===== src/rtl/ovf_irq_bank.sv =====
module ovf_irq_bank #(
  parameter int NSRC = 10,
  parameter int W    = 16
) (
  input  logic            clk,
  input  logic            rst_n,
  input  logic [NSRC-1:0] src,
  input  logic            wr_en,
  input  logic            wr_sel,
  input  logic [W-1:0]    wr_data,
  input  logic            rd_sel,
  output logic [W-1:0]    rd_data,
  output logic            irq
);
  localparam logic [W-1:0] VALID = W'(16'h1FAE);

  logic [W-1:0] st_q, en_q, ev, keep;

  assign ev = {3'b000, src[9], src[8:5], src[4], 1'b0, src[3], 1'b0, src[2:0], 1'b0};
  assign keep = (wr_en && !wr_sel) ? wr_data : '1;

  always_ff @(posedge clk) begin
    if (!rst_n) begin
      st_q <= '0;
      en_q <= '0;
      irq  <= 1'b0;
    end else begin
      st_q <= ((st_q & keep) | ev) & VALID;
      if (wr_en && wr_sel) en_q <= wr_data & VALID;
      irq  <= |(st_q & en_q);
    end
  end

  assign rd_data = rd_sel ? en_q : st_q;

  p_sticky_r3: assert property (@(posedge clk) disable iff (!rst_n)
    1'b1 |=> ((st_q & $past(st_q & keep)) == $past(st_q & keep)));
  p_pulse_sets_r2: assert property (@(posedge clk) disable iff (!rst_n)
    (ev != '0) |=> ((st_q & $past(ev)) == $past(ev)));
  p_no_spurious_set_r4: assert property (@(posedge clk) disable iff (!rst_n)
    1'b1 |=> ((st_q & ~$past(st_q) & ~$past(ev)) == '0));
  p_unused_zero_r6: assert property (@(posedge clk) disable iff (!rst_n)
    ((st_q | en_q) & ~VALID) == '0);
  p_irq_lag_r7: assert property (@(posedge clk) disable iff (!rst_n)
    $past(rst_n) |-> (irq == $past(|(st_q & en_q))));
endmodule


===== config.mk =====
export PLATFORM = sky130hd
export DESIGN_NAME = ovf_irq_bank
export DESIGN_NICKNAME = d
export VERILOG_FILES = /design/src/rtl/ovf_irq_bank.sv
export SDC_FILE = /design/constraint.sdc
export NUM_CORES = 1
export LEC_CHECK = 0
export ABC_AREA = 0
export BUFFER_PORTS_ARGS = -buffer_cell sky130_fd_sc_hd__buf_4
export CORE_ASPECT_RATIO = 1.4
export CORE_MARGIN = 2
export CORE_UTILIZATION = 40
export DETAILED_ROUTE_END_ITERATION = 12
export PLACE_DENSITY_LB_ADDON = 0.1
export RECOVER_POWER = 25
export SETUP_SLACK_MARGIN = 0.02
export SYNTH_ARGS = -nofsm -noshare
export SYNTH_HDL_FRONTEND = slang
export SYNTH_SLANG_ARGS = --single-unit

===== constraint.sdc =====
create_clock -name clk -period 0.8 [get_ports clk]
set_input_delay 0.04 -clock clk [delete_from_list [all_inputs] [get_ports clk]]
set_output_delay 0.04 -clock clk [all_outputs]
set_load 0.02 [all_outputs]

### Yosys cells after proc, flatten, opt, wreduce, memory -nomap -nowiden

Index checks and enable logic that the tools add are counted.

| cells by class | value |
|---|---|
| muxes and demuxes | 2 |
| bitwise operators | 3 |
| reduce and logical (&&, ||, !) cells | 4 |

Operators by type and width:

| kind | count |
|---|---|
| 13-bit bitwise AND | 2 |
| 13-bit two-way mux | 2 |
| 16-bit OR reduction | 1 |
| 13-bit OR | 1 |
| 1-bit logical AND | 2 |
| 1-bit logical NOT | 1 |

| storage, ports and cells | value |
|---|---|
| register bits | 21 |
| input port bits | 31 |
| output and inout port bits | 17 |
| word-level logic and storage cells | 12 |

### Depth between registers and ports, before layout

Gate-level depths: netlist of run 1.

| depth | value |
|---|---|
| depth after elaboration | 5 |
| mapped depth | 4 |
| gate-level depth less buffers | 3 |

### Least setup slack after synthesis of run 1

OpenSTA, ideal clock, no wires.

| path | value |
|---|---|
| path kind | register to register |
| start | reg st_q[8] |
| end | reg irq |
| setup time | 0.127 ns |
| arrival | 0.765 ns |
| required time | 0.673 ns |
| slack | -0.092 ns |
| stages on the path, launching flop included | 4 |
| buffers on the path | 0 |
| clock period less this slack | 0.892 ns |
| cell sequence | dfxtp_1 -> a22o_1 -> a221oi_2 -> a31oi_1 |

| on the way | value |
|---|---|
| cells in the longest elaborated chain, start to end | 2 |

Ends and longest elaborated chain:

| what | RTL line | text |
|---|---|---|
| from (decl) | 17 | `logic [W-1:0] st_q, en_q, ev, keep;` |
| from (signal assigned) | 28 | `st_q <= ((st_q & keep) \| ev) & VALID;` |
| 13-bit bitwise AND | 30 | `irq <= \|(st_q & en_q);` |
| 16-bit OR reduction | 30 |  |
| to (signal assigned) | 30 |  |
| to (decl) | 13 | `output logic irq` |

No other way between the ends.
A chain may end at the register's enable or synchronous reset.

### Final worst setup path of run 1

| path | value |
|---|---|
| start | reg st_q[3] |
| end | out rd_data[3] |

| on the way | value |
|---|---|
| cells in the longest elaborated chain, start to end | 1 |

Ends and longest elaborated chain:

| what | RTL line | text |
|---|---|---|
| 13-bit two-way mux | 34 | `assign rd_data = rd_sel ? en_q : st_q;` |
| to (decl) | 12 | `output logic [W-1:0] rd_data,` |

No other way between the ends.

==> results of run 1 <==
==> layer usage <==
metal | global-route usage, % | up-vias
met5 | 0 | -
met4 | 10.5 | 0
met3 | 4.62 | 7
met2 | 42.9 | 36
met1 | 25.3 | 497
li1 | - | 521
==> tightest hold or removal path: stages <==
cell	delay [ps]
buf_4	80
inv_1	50
buf_12	150
a21oi_1	100
==> flip-flops by register name, summed over array words and instances (netlist names) <==
| signal | count |
|---|---|
| st_q | 10 |
| irq | 1 |
| en_q | 10 |
==> layout by cell type (no fill, tap or decap) <==
cell type / n
a221oi_2: 2
nand2b_1: 1
buf_4: 43
dfxtp_1: 1
conb_1: 6
inv_1: 11
a21oi_1: 20
dlygate4sd3_1: 20
dfxtp_2: 20
nand2_1: 21
buf_12: 1
a31oi_1: 1
buf_6: 15
and2_1: 1
mux2_4: 10
a22o_1: 2
a22oi_1: 1
o21ai_1: 9
o21ai_2: 1
clkbuf_1: 1
clkbuf_4: 3
==> layout make-up <==
| type | count | area (sq um) | area share [%] |
|---|---|---|---|
| timing repair buffer | 79 | 712 | 41.1 |
| multi-input combinational | 75 | 479 | 27.7 |
| sequential | 21 | 445 | 25.7 |
| inverter | 11 | 41.3 | 2.38 |
| tap | 22 | 27.5 | 1.59 |
| clock buffer | 4 | 26.3 | 1.52 |
==> Yosys cell counts <==
cell type	number	area share (%)
nand2b_1	1	0.66
buf_2	1	0.52
a22o_1	2	1.8
buf_4	8	6.3
inv_1	11	4.3
a221oi_2	2	3.1
a22oi_1	1	0.79
a21oi_1	20	10
dfxtp_1	21	44
and2_1	1	0.66
a31oi_1	1	0.66
nand2_1	21	8.3
conb_1	1	0.39
clkbuf_1	2	0.79
mux2_1	10	12
o21ai_1	10	5.2
==> power groups by stage <==
stage	clock [uW]	combinational [uW]	sequential (uW)
3_5_place_dp	0	466	1180
2_1_floorplan	0	262	1170
3_3_place_gp	0	457	1180
5_1_grt	588	773	1170
4_1_cts	533	707	1160
6_report	534	718	1160
==> metrics by stage <==
stage	setup TNS (ps)	area, sq um
2_1_floorplan	-91.8	972
3_3_place_gp	-838	1250
3_5_place_dp	-1110	1250
4_1_cts	-3300	1720
5_1_grt	-3810	1730
6_report	-3390	1730
==> cells by family (layout without fill, tap and decap cells) <==
logic type      Yosys count  after routing  synth area share [%]
compound gates           36             36                  22.2
other cells               1              6                 0.393
flops                    21             21                  44.1
buf+inv                  22             94                  11.9
simple gates             23             23                  9.58
mux                      10             10                  11.8
==> worst min-delay path by stage <==
stage / startpoint / to / cells after the start
after floorplan: src[7] / st_q[10] / 2
after global placement: src[7] / st_q[10] / 3
after detailed placement: src[9] / st_q[12] / 3
after CTS: rst_n / st_q[12] / 4
after global routing: rst_n / en_q[8] / 4
final: rst_n / st_q[12] / 4
==> what timing repair did <==
item                                    4_1_cts  5_1_grt
hold buffers                                 20        0
endpoints found under the setup margin       12       14
buffers inserted                             17        0
hold endpoints to repair                     20        0
pin swaps                                     1        1
resized for setup                            44        2
==> impl_metrics.yaml, run 1 <==
die:
  dieArea_sq_mm: 0.00280
  fp-row-count: 20
  start_util_pct: 42.8
  ios: 48
  die_x_um: 45.3
  die_h_um: 61.8
  coreArea_sq_mm: 0.00223
placement:
  post-place-cells: 171
  gp_congestion: 0.776
  dpl_worst_slack_ps: -170
  io_buffer_count: 35
  dp_hpwl_um: 1670
yosys:
  ys_ff_latch: 21
  synth_area_sq_um: 953
  synth_seq_area_share_pct: 44.1
  postSynthAreaPerCell_sq_um: 8.44
  synth_warnings: 0
  netlist_instances: 113
  synthDistinctLibCells: 16
global_routing:
  gr-total-overflow: 0
  grt_pass1_wl_um: 4710
  grt_max_degree: 22
  gr-usage-all-layers_pct: 23.3
  grt_antenna_before_repair: 0
  grt_pass1_vias: 1129
drt:
  vias_per_cell: 5.00
  drt-met1-wl_um: 1100
  via_count: 1061
  drtPass1Iterations: 4
  wl_met3_um: 107
  route.detailed.drc: 0
  highest_layer: "met4"
  ant_nets: 0
  drt-initial-drc-count: 14
  wl_um: 2870
  routed-wl-met2_um: 1600
  wl_per_cell_um: 13.5
run_status:
  violations: "setup timing"
  outcome: "finished, violations left"
pwr:
  p_per_area_mw_per_mm2: 1390
  power.switching_uw: 677
  power.internal_uw: 1740
  ir_drop_v: 0.00105
  power_uw: 2410
  p_comb_share_pct: 29.7
  switching_share_pct: 28.0
  leakage_uw: 0.000832
  clkPwrFrac_pct: 22.1
  seqPwrFrac_pct: 48.1
clock_tree:
  htree_levels: 1
  cts_tree: "done"
  clock_latency_ps: 320
  clock-sinks: 21
  cts_root_buffer: "clkbuf_4"
  cts_buffers: 3
  clk_path_buf_depth: 2
  clk_pin_slew_ps: 110
critical_path:
  critical_path_buf_inv_count: 2
  crit_path_cell_trace: "buf_6 -> mux2_4 -> buf_6"
  cpMostUsedCell: "buf_6"
  r2r_slack_ps: -270
  regToRegStartpoint: "en_q[8]"
  path_depth: 3
  path_class: "reg -> out"
  critPathMaxStageDelay_ps: 350
  reg2regPathDepth: 4
  r2r_end: "irq"
  required_ps: 760
  crit_end: "rd_data[3]"
  cp_slowest_cell: "dfxtp_2"
  critPathLaunchType: "flip-flop"
  crit_start: "st_q[3]"
  arrival_ps: 1170
  cp_top_family: "flip-flops"
  cp_max_fo: 2
  cp-end-kind: "output port"
cells_and_area:
  n_antenna_cell: 0
  final_core_util_pct: 77.8
  drive_above_1_share_pct: 50.0
  nets: 222
  finalNonFillerCells: 212
  fillers: 166
  area_growth_pct: 81.6
timing:
  setup_viol: 12
  layout_min_cycle_time_ps: 1210
  fin_crit_sh_pct: 151
  timing.hold.ws_ps: 135
  rsz0062_at_grt: "yes"
  final_hold_viol_count: 0
  fmax_ghz: 0.826
  maxSlewViolCount: 0
  skew_ps: 0.619
  worst_slack_ps: -410
run:
  drv_cap: 0
hold_path:
  hold_path.class: "in -> reg"
No activity file was read; power rests on OpenSTA's default activity.
==> run 2, diff against run 1 <==
--- a/config.mk
+++ b/config.mk
@@ -7,9 +7,11 @@
 export LEC_CHECK = 0
 export ABC_AREA = 0
 export BUFFER_PORTS_ARGS = -buffer_cell sky130_fd_sc_hd__buf_4
+export CELL_PAD_IN_SITES_DETAIL_PLACEMENT = 1
+export CELL_PAD_IN_SITES_GLOBAL_PLACEMENT = 2
 export CORE_ASPECT_RATIO = 1.4
 export CORE_MARGIN = 2
-export CORE_UTILIZATION = 40
+export CORE_UTILIZATION = 21
 export DETAILED_ROUTE_END_ITERATION = 12
 export PLACE_DENSITY_LB_ADDON = 0.1
 export RECOVER_POWER = 25
==> run 2 against run 1 <==
The run still ends with setup timing left; final area decreased by 9.8%; routed wire length decreased by 0.42%; register-to-register slack improved by 120 ps; largest power group unchanged; flip-flop and latch count unchanged; global-route usage decreased by 11 points; sequential power about the same; core utilization decreased by 43 points; first-iteration DRC count increased by 36%; via count decreased by 11%; critical path depth unchanged; maximum frequency increased by 6.4%; count of clock-buffer cells in the layout decreased by 1.
==> impl_metrics.yaml, run 2 (synthesis gave the netlist of run 1 again) <==
die:
  fp-row-count: 29
  ios: 48
  dieArea_sq_mm: 0.00510
  coreArea_sq_mm: 0.00446
  die_x_um: 60.9
  start_util_pct: 21.4
  die_h_um: 83.7
critical_path:
  reg2regPathDepth: 3
  regToRegStartpoint: "st_q[8]"
  critPathMaxStageDelay_ps: 330
  cp_slowest_cell: "dfxtp_2"
  arrival_ps: 1100
  r2r_slack_ps: -150
  critPathLaunchType: "flip-flop"
  cpMostUsedCell: "buf_6"
  cp-end-kind: "output port"
  r2r_end: "irq"
  required_ps: 760
  crit_path_cell_trace: "buf_6 -> mux2_4 -> buf_6"
  path_class: "reg -> out"
  cp_max_fo: 2
global_routing:
  grt_max_degree: 22
  gr-usage-all-layers_pct: 12.1
  use_met3_pct: 2.02
  grt_pass1_wl_um: 4660
  gr-total-overflow: 0
  busiest_layer: "met2"
  use_met2_pct: 22.8
  grtUsageMet1_pct: 12.9
  grt_pass1_vias: 1041
  grt_antenna_before_repair: 0
timing:
  setup_viol: 12
  skew_ps: 3.06
  rsz0062_at_grt: "yes"
  timing.hold.ws_ps: 7.62
  fmax_ghz: 0.879
  worst_slack_ps: -337
  layout_min_cycle_time_ps: 1140
  maxSlewViolCount: 0
  final_hold_viol_count: 0
  fin_crit_sh_pct: 142
cells_and_area:
  nets: 198
  final_core_util_pct: 35.0
  largest_registers: "en_q x10, st_q x10, irq x1"
  area_growth_pct: 63.9
  n_antenna_cell: 0
  drive_above_1_share_pct: 54.8
  final_cell_mix: "41 x buf_4, 21 x nand2_1, 20 x a21oi_1, 19 x dfxtp_2, 13 x buf_6"
  final_common_cell: "buf_4"
clock_tree:
  postCtsHoldBufs: 0
  clk_path_buf_depth: 2
  clock_latency_ps: 260
  cts_root_buffer: "clkbuf_8"
  clock-sinks: 21
  clk_pin_slew_ps: 80
  cts_tree: "done"
  htree_levels: 1
  cts_buffers: 3
placement:
  io_buffer_count: 35
  dpl_worst_slack_ps: -152
  dp_hpwl_um: 2020
  gp_congestion: 0.672
run_status:
  outcome: "finished, violations left"
  violations: "setup timing"
hold_path:
  hold_end: "st_q[5]"
  hold_path.class: "in -> reg"
  min_from: "src[3]"
  min_path_cells: 3
drt:
  ant_nets: 0
  wl_um: 2850
  vias_per_cell: 4.14
  drtPass1Iterations: 3
  wl_per_cell_um: 12.5
  route.detailed.drc: 0
  drt-initial-drc-count: 19
  via_count: 944
run:
  drv_cap: 0
pwr:
  leakage_uw: 0.000737
  p_per_area_mw_per_mm2: 1590
  ir_drop_v: 0.000638
## run 2: cell types whose count changed in the layout (fill, tap and decap cells not counted), sizes merged
cell         change
clkbuf           -1
dlygate4sd3     -20
buf              -4
clkinv           +1
## run 2: routing by layer
layer | part of all wire [%] | wire length, um | vias to the layer above
li1 | - | - | 471
met1 | 39 | 1110 | 452
met2 | 57 | 1630 | 19
met3 | 2.6 | 74 | 2
met4 | 1.2 | 34 | 0
met5 | 0 | 0 | -
## run 2: metrics by stage
step | power (uW) | TNS [ps] | std cells | area (sq um)
floorplan | 1440 | -91.8 | 118 | 972
global placement | 1650 | -888 | 210 | 1300
detailed placement | 1660 | -1090 | 210 | 1300
CTS | 2510 | -2710 | 227 | 1550
global route | 2640 | -3110 | 228 | 1560
finish | 2480 | -2670 | 228 | 1560
## run 2: repair_timing
action                     CTS  global route
resized for setup           41             3
pin swaps                    2             1
setup endpoints to repair   11            12
setup buffers               13             1
## run 2: worst max path at each step
stage	to	from	cells after the start	slack, ps
4_1_cts	rd_data[8]	st_q[8]	3	-340
3_3_place_gp	irq	st_q[8]	3	-150
6_report	rd_data[8]	st_q[8]	3	-340
5_1_grt	rd_data[8]	st_q[8]	3	-370
2_1_floorplan	irq	st_q[8]	3	-90
3_5_place_dp	irq	st_q[8]	3	-150
## run 2: worst max-delay path: cells and delay by family, from the launching register on
family	cells	cell delay (ps)
flip-flops	1	330
buffers and inverters	2	240
multiplexers	1	270
## run 2: layout make-up
class / count / area (sq um)
fillers: 545 / 2900
multi-input cells: 75 / 479
repair buffers: 55 / 474
flip-flops and latches: 21 / 444
well taps: 62 / 77.6
clock buffers: 3 / 41.3
inverters: 11 / 41.3
clock inverters: 1 / 5.00
## run 2: power by group
group          switching, uW  internal [uW]
clock                    355            346
combinational            277            344
sequential              36.6           1120
total                    669           1810
==> run 3, diff against run 2 <==
--- a/config.mk
+++ b/config.mk
@@ -11,7 +11,7 @@
 export CELL_PAD_IN_SITES_GLOBAL_PLACEMENT = 2
 export CORE_ASPECT_RATIO = 1.4
 export CORE_MARGIN = 2
-export CORE_UTILIZATION = 21
+export CORE_UTILIZATION = 25
 export DETAILED_ROUTE_END_ITERATION = 12
 export PLACE_DENSITY_LB_ADDON = 0.1
 export RECOVER_POWER = 25
==> constraint.sdc (replaced) <==
create_clock -name clk -period 1.32 [get_ports clk]
set_input_delay 0.066 -clock clk [delete_from_list [all_inputs] [get_ports clk]]
set_output_delay 0.066 -clock clk [all_outputs]
set_load 0.02 [all_outputs]
==> run 3 against run 2 <==
The run now ends clean; die area down 15%; sequential power down 40%; combinational power down 58%; sequential share of layout area up 4.8 points; hold slack better by 30 ps; core utilization down 0.30 points; final cell count down 17%; flip-flop and latch count unchanged; clock skew down 1.9 ps; final area down 19%; critical path depth down 1; clock power down 39%; critical path type unchanged; largest cell class unchanged; largest power group unchanged.
==> impl_metrics.yaml, run 3 (synthesis gave the netlist of run 1 again) <==
critical_path:
  path_class: "reg -> out"
  cp_slowest_cell: "dfxtp_1"
  path_depth: 2
  cp_max_fo: 3
  cp-end-kind: "output port"
  arrival_ps: 1060
  cp_top_family: "flip-flops"
  crit_path_cell_trace: "mux2_1 -> buf_4"
  critPathLaunchType: "flip-flop"
  reg2regPathDepth: 3
  critPathMaxStageDelay_ps: 340
  regToRegStartpoint: "st_q[8]"
  r2r_end: "irq"
  required_ps: 1250
  critical_path_buf_inv_count: 1
  r2r_slack_ps: 340
clock_tree:
  cts_buffers: 3
  clk_path_buf_depth: 2
  clk_pin_slew_ps: 80
  postCtsHoldBufs: 0
  clock-sinks: 21
  post_cts_resized: 0
  cts_root_buffer: "clkbuf_8"
  postCtsSetupRepairBufs: 0
  clock_latency_ps: 260
  htree_levels: 1
  cts_tree: "done"
timing:
  setup_tns_ps: 0
  worst_slack_ps: 190
  maxSlewViolCount: 0
  worstMarginPinSlew_ps: 599
  layout_min_cycle_time_ps: 1130
  setup_viol: 0
  fin_crit_sh_pct: 85.6
  skew_ps: 1.17
  rsz0062_at_grt: "no"
  timing.hold.ws_ps: 37.7
  timing.slew.headroom_pct: 60.1
  final_hold_viol_count: 0
  fmax_ghz: 0.885
die:
  die_h_um: 77.1
  dieArea_sq_mm: 0.00433
  ios: 48
  fp-row-count: 26
  die_x_um: 56.2
  coreArea_sq_mm: 0.00364
  start_util_pct: 26.2
cells_and_area:
  final_core_util_pct: 34.7
  n_antenna_cell: 0
  final_cell_mix: "35 x buf_4, 21 x nand2_1, 21 x dfxtp_1, 20 x a21oi_1, 11 x inv_1"
  final_common_cell: "buf_4"
  area_growth_pct: 32.7
  largest_registers: "en_q x10, st_q x10, irq x1"
  nets: 179
  drive_above_1_share_pct: 27.9
drt:
  drtPass1Iterations: 4
  wl_um: 2440
  route.detailed.drc: 0
  vias_per_cell: 4.58
  via_count: 865
  wl_per_cell_um: 12.9
  ant_nets: 0
  drt-initial-drc-count: 14
global_routing:
  grt_antenna_before_repair: 0
  gr-usage-all-layers_pct: 12.1
  grtUsageMet1_pct: 13.6
  grt_max_degree: 22
  gr-total-overflow: 0
  grt_pass1_vias: 884
  grt_pass1_wl_um: 4080
  use_met3_pct: 2.70
  busiest_layer: "met2"
  use_met2_pct: 21.2
placement:
  dp_hpwl_um: 1830
  gp_congestion: 0.680
  dpl_worst_slack_ps: 324
  io_buffer_count: 35
hold_path:
  min_from: "src[4]"
  min_path_cells: 3
  hold_path.class: "in -> reg"
  hold_end: "st_q[7]"
pwr:
  leakage_uw: 0.000588
  ir_drop_v: 0.000439
  p_per_area_mw_per_mm2: 1100
  power_uw: 1390
run_status:
  outcome: "completed"
run:
  drv_cap: 0
run 3: changes by cell type in the layout (fill, tap and decap cells not counted):
cell / change
and2_1: -1
o21ai_2: -1
buf_6: -13
mux2_1: +10
buf_4: -6
dfxtp_2: -19
mux2_4: -10
o21ai_1: +1
dfxtp_1: +19
buf_12: -1
and2_0: +1
clkbuf_1: +1
run 3: worst max path at each step:
stage | startpoint | end | slack (ps)
2_1_floorplan | st_q[8] | irq | 430
3_3_place_gp | st_q[8] | irq | 340
3_5_place_dp | wr_sel | st_q[7] | 320
4_1_cts | en_q[1] | rd_data[1] | 180
5_1_grt | en_q[1] | rd_data[1] | 130
6_report | en_q[1] | rd_data[1] | 190
run 3: area by class of cell:
class	count	area, sq um
Clock inverter	1	5.00
Inverter	11	41.3
Multi-Input combinational cell	75	438
Tap cell	42	52.6
Fill cell	449	2380
Sequential cell	21	420
Timing Repair Buffer	36	267
Clock buffer	3	41.3
run 3: metrics by stage:
stage / instance area (sq um) / std cells
2_1_floorplan: 972 / 118
3_3_place_gp: 1220 / 185
3_5_place_dp: 1220 / 185
4_1_cts: 1270 / 189
5_1_grt: 1260 / 189
6_report: 1260 / 189
run 3: layer usage:
| layer | wire (um) | up-vias | part of all wire, % |
|---|---|---|---|
| li1 | - | 434 | - |
| met1 | 1040 | 404 | 42 |
| met2 | 1250 | 23 | 51 |
| met3 | 116 | 4 | 4.7 |
| met4 | 46 | 0 | 1.9 |
| met5 | 0 | - | 0 |
run 3: where the power goes:
group | switching (uW) | total [uW] | internal [uW] | leakage, uW
registers | 28.5 | 701 | 672 | 0.000174
logic | 137 | 261 | 124 | 0.000389
clock network | 220 | 430 | 210 | 0.0000255
run 3: tightest hold or removal path, stage by stage:
cell and delay (ps):
buf_4 70, inv_1 30, a21oi_1 100
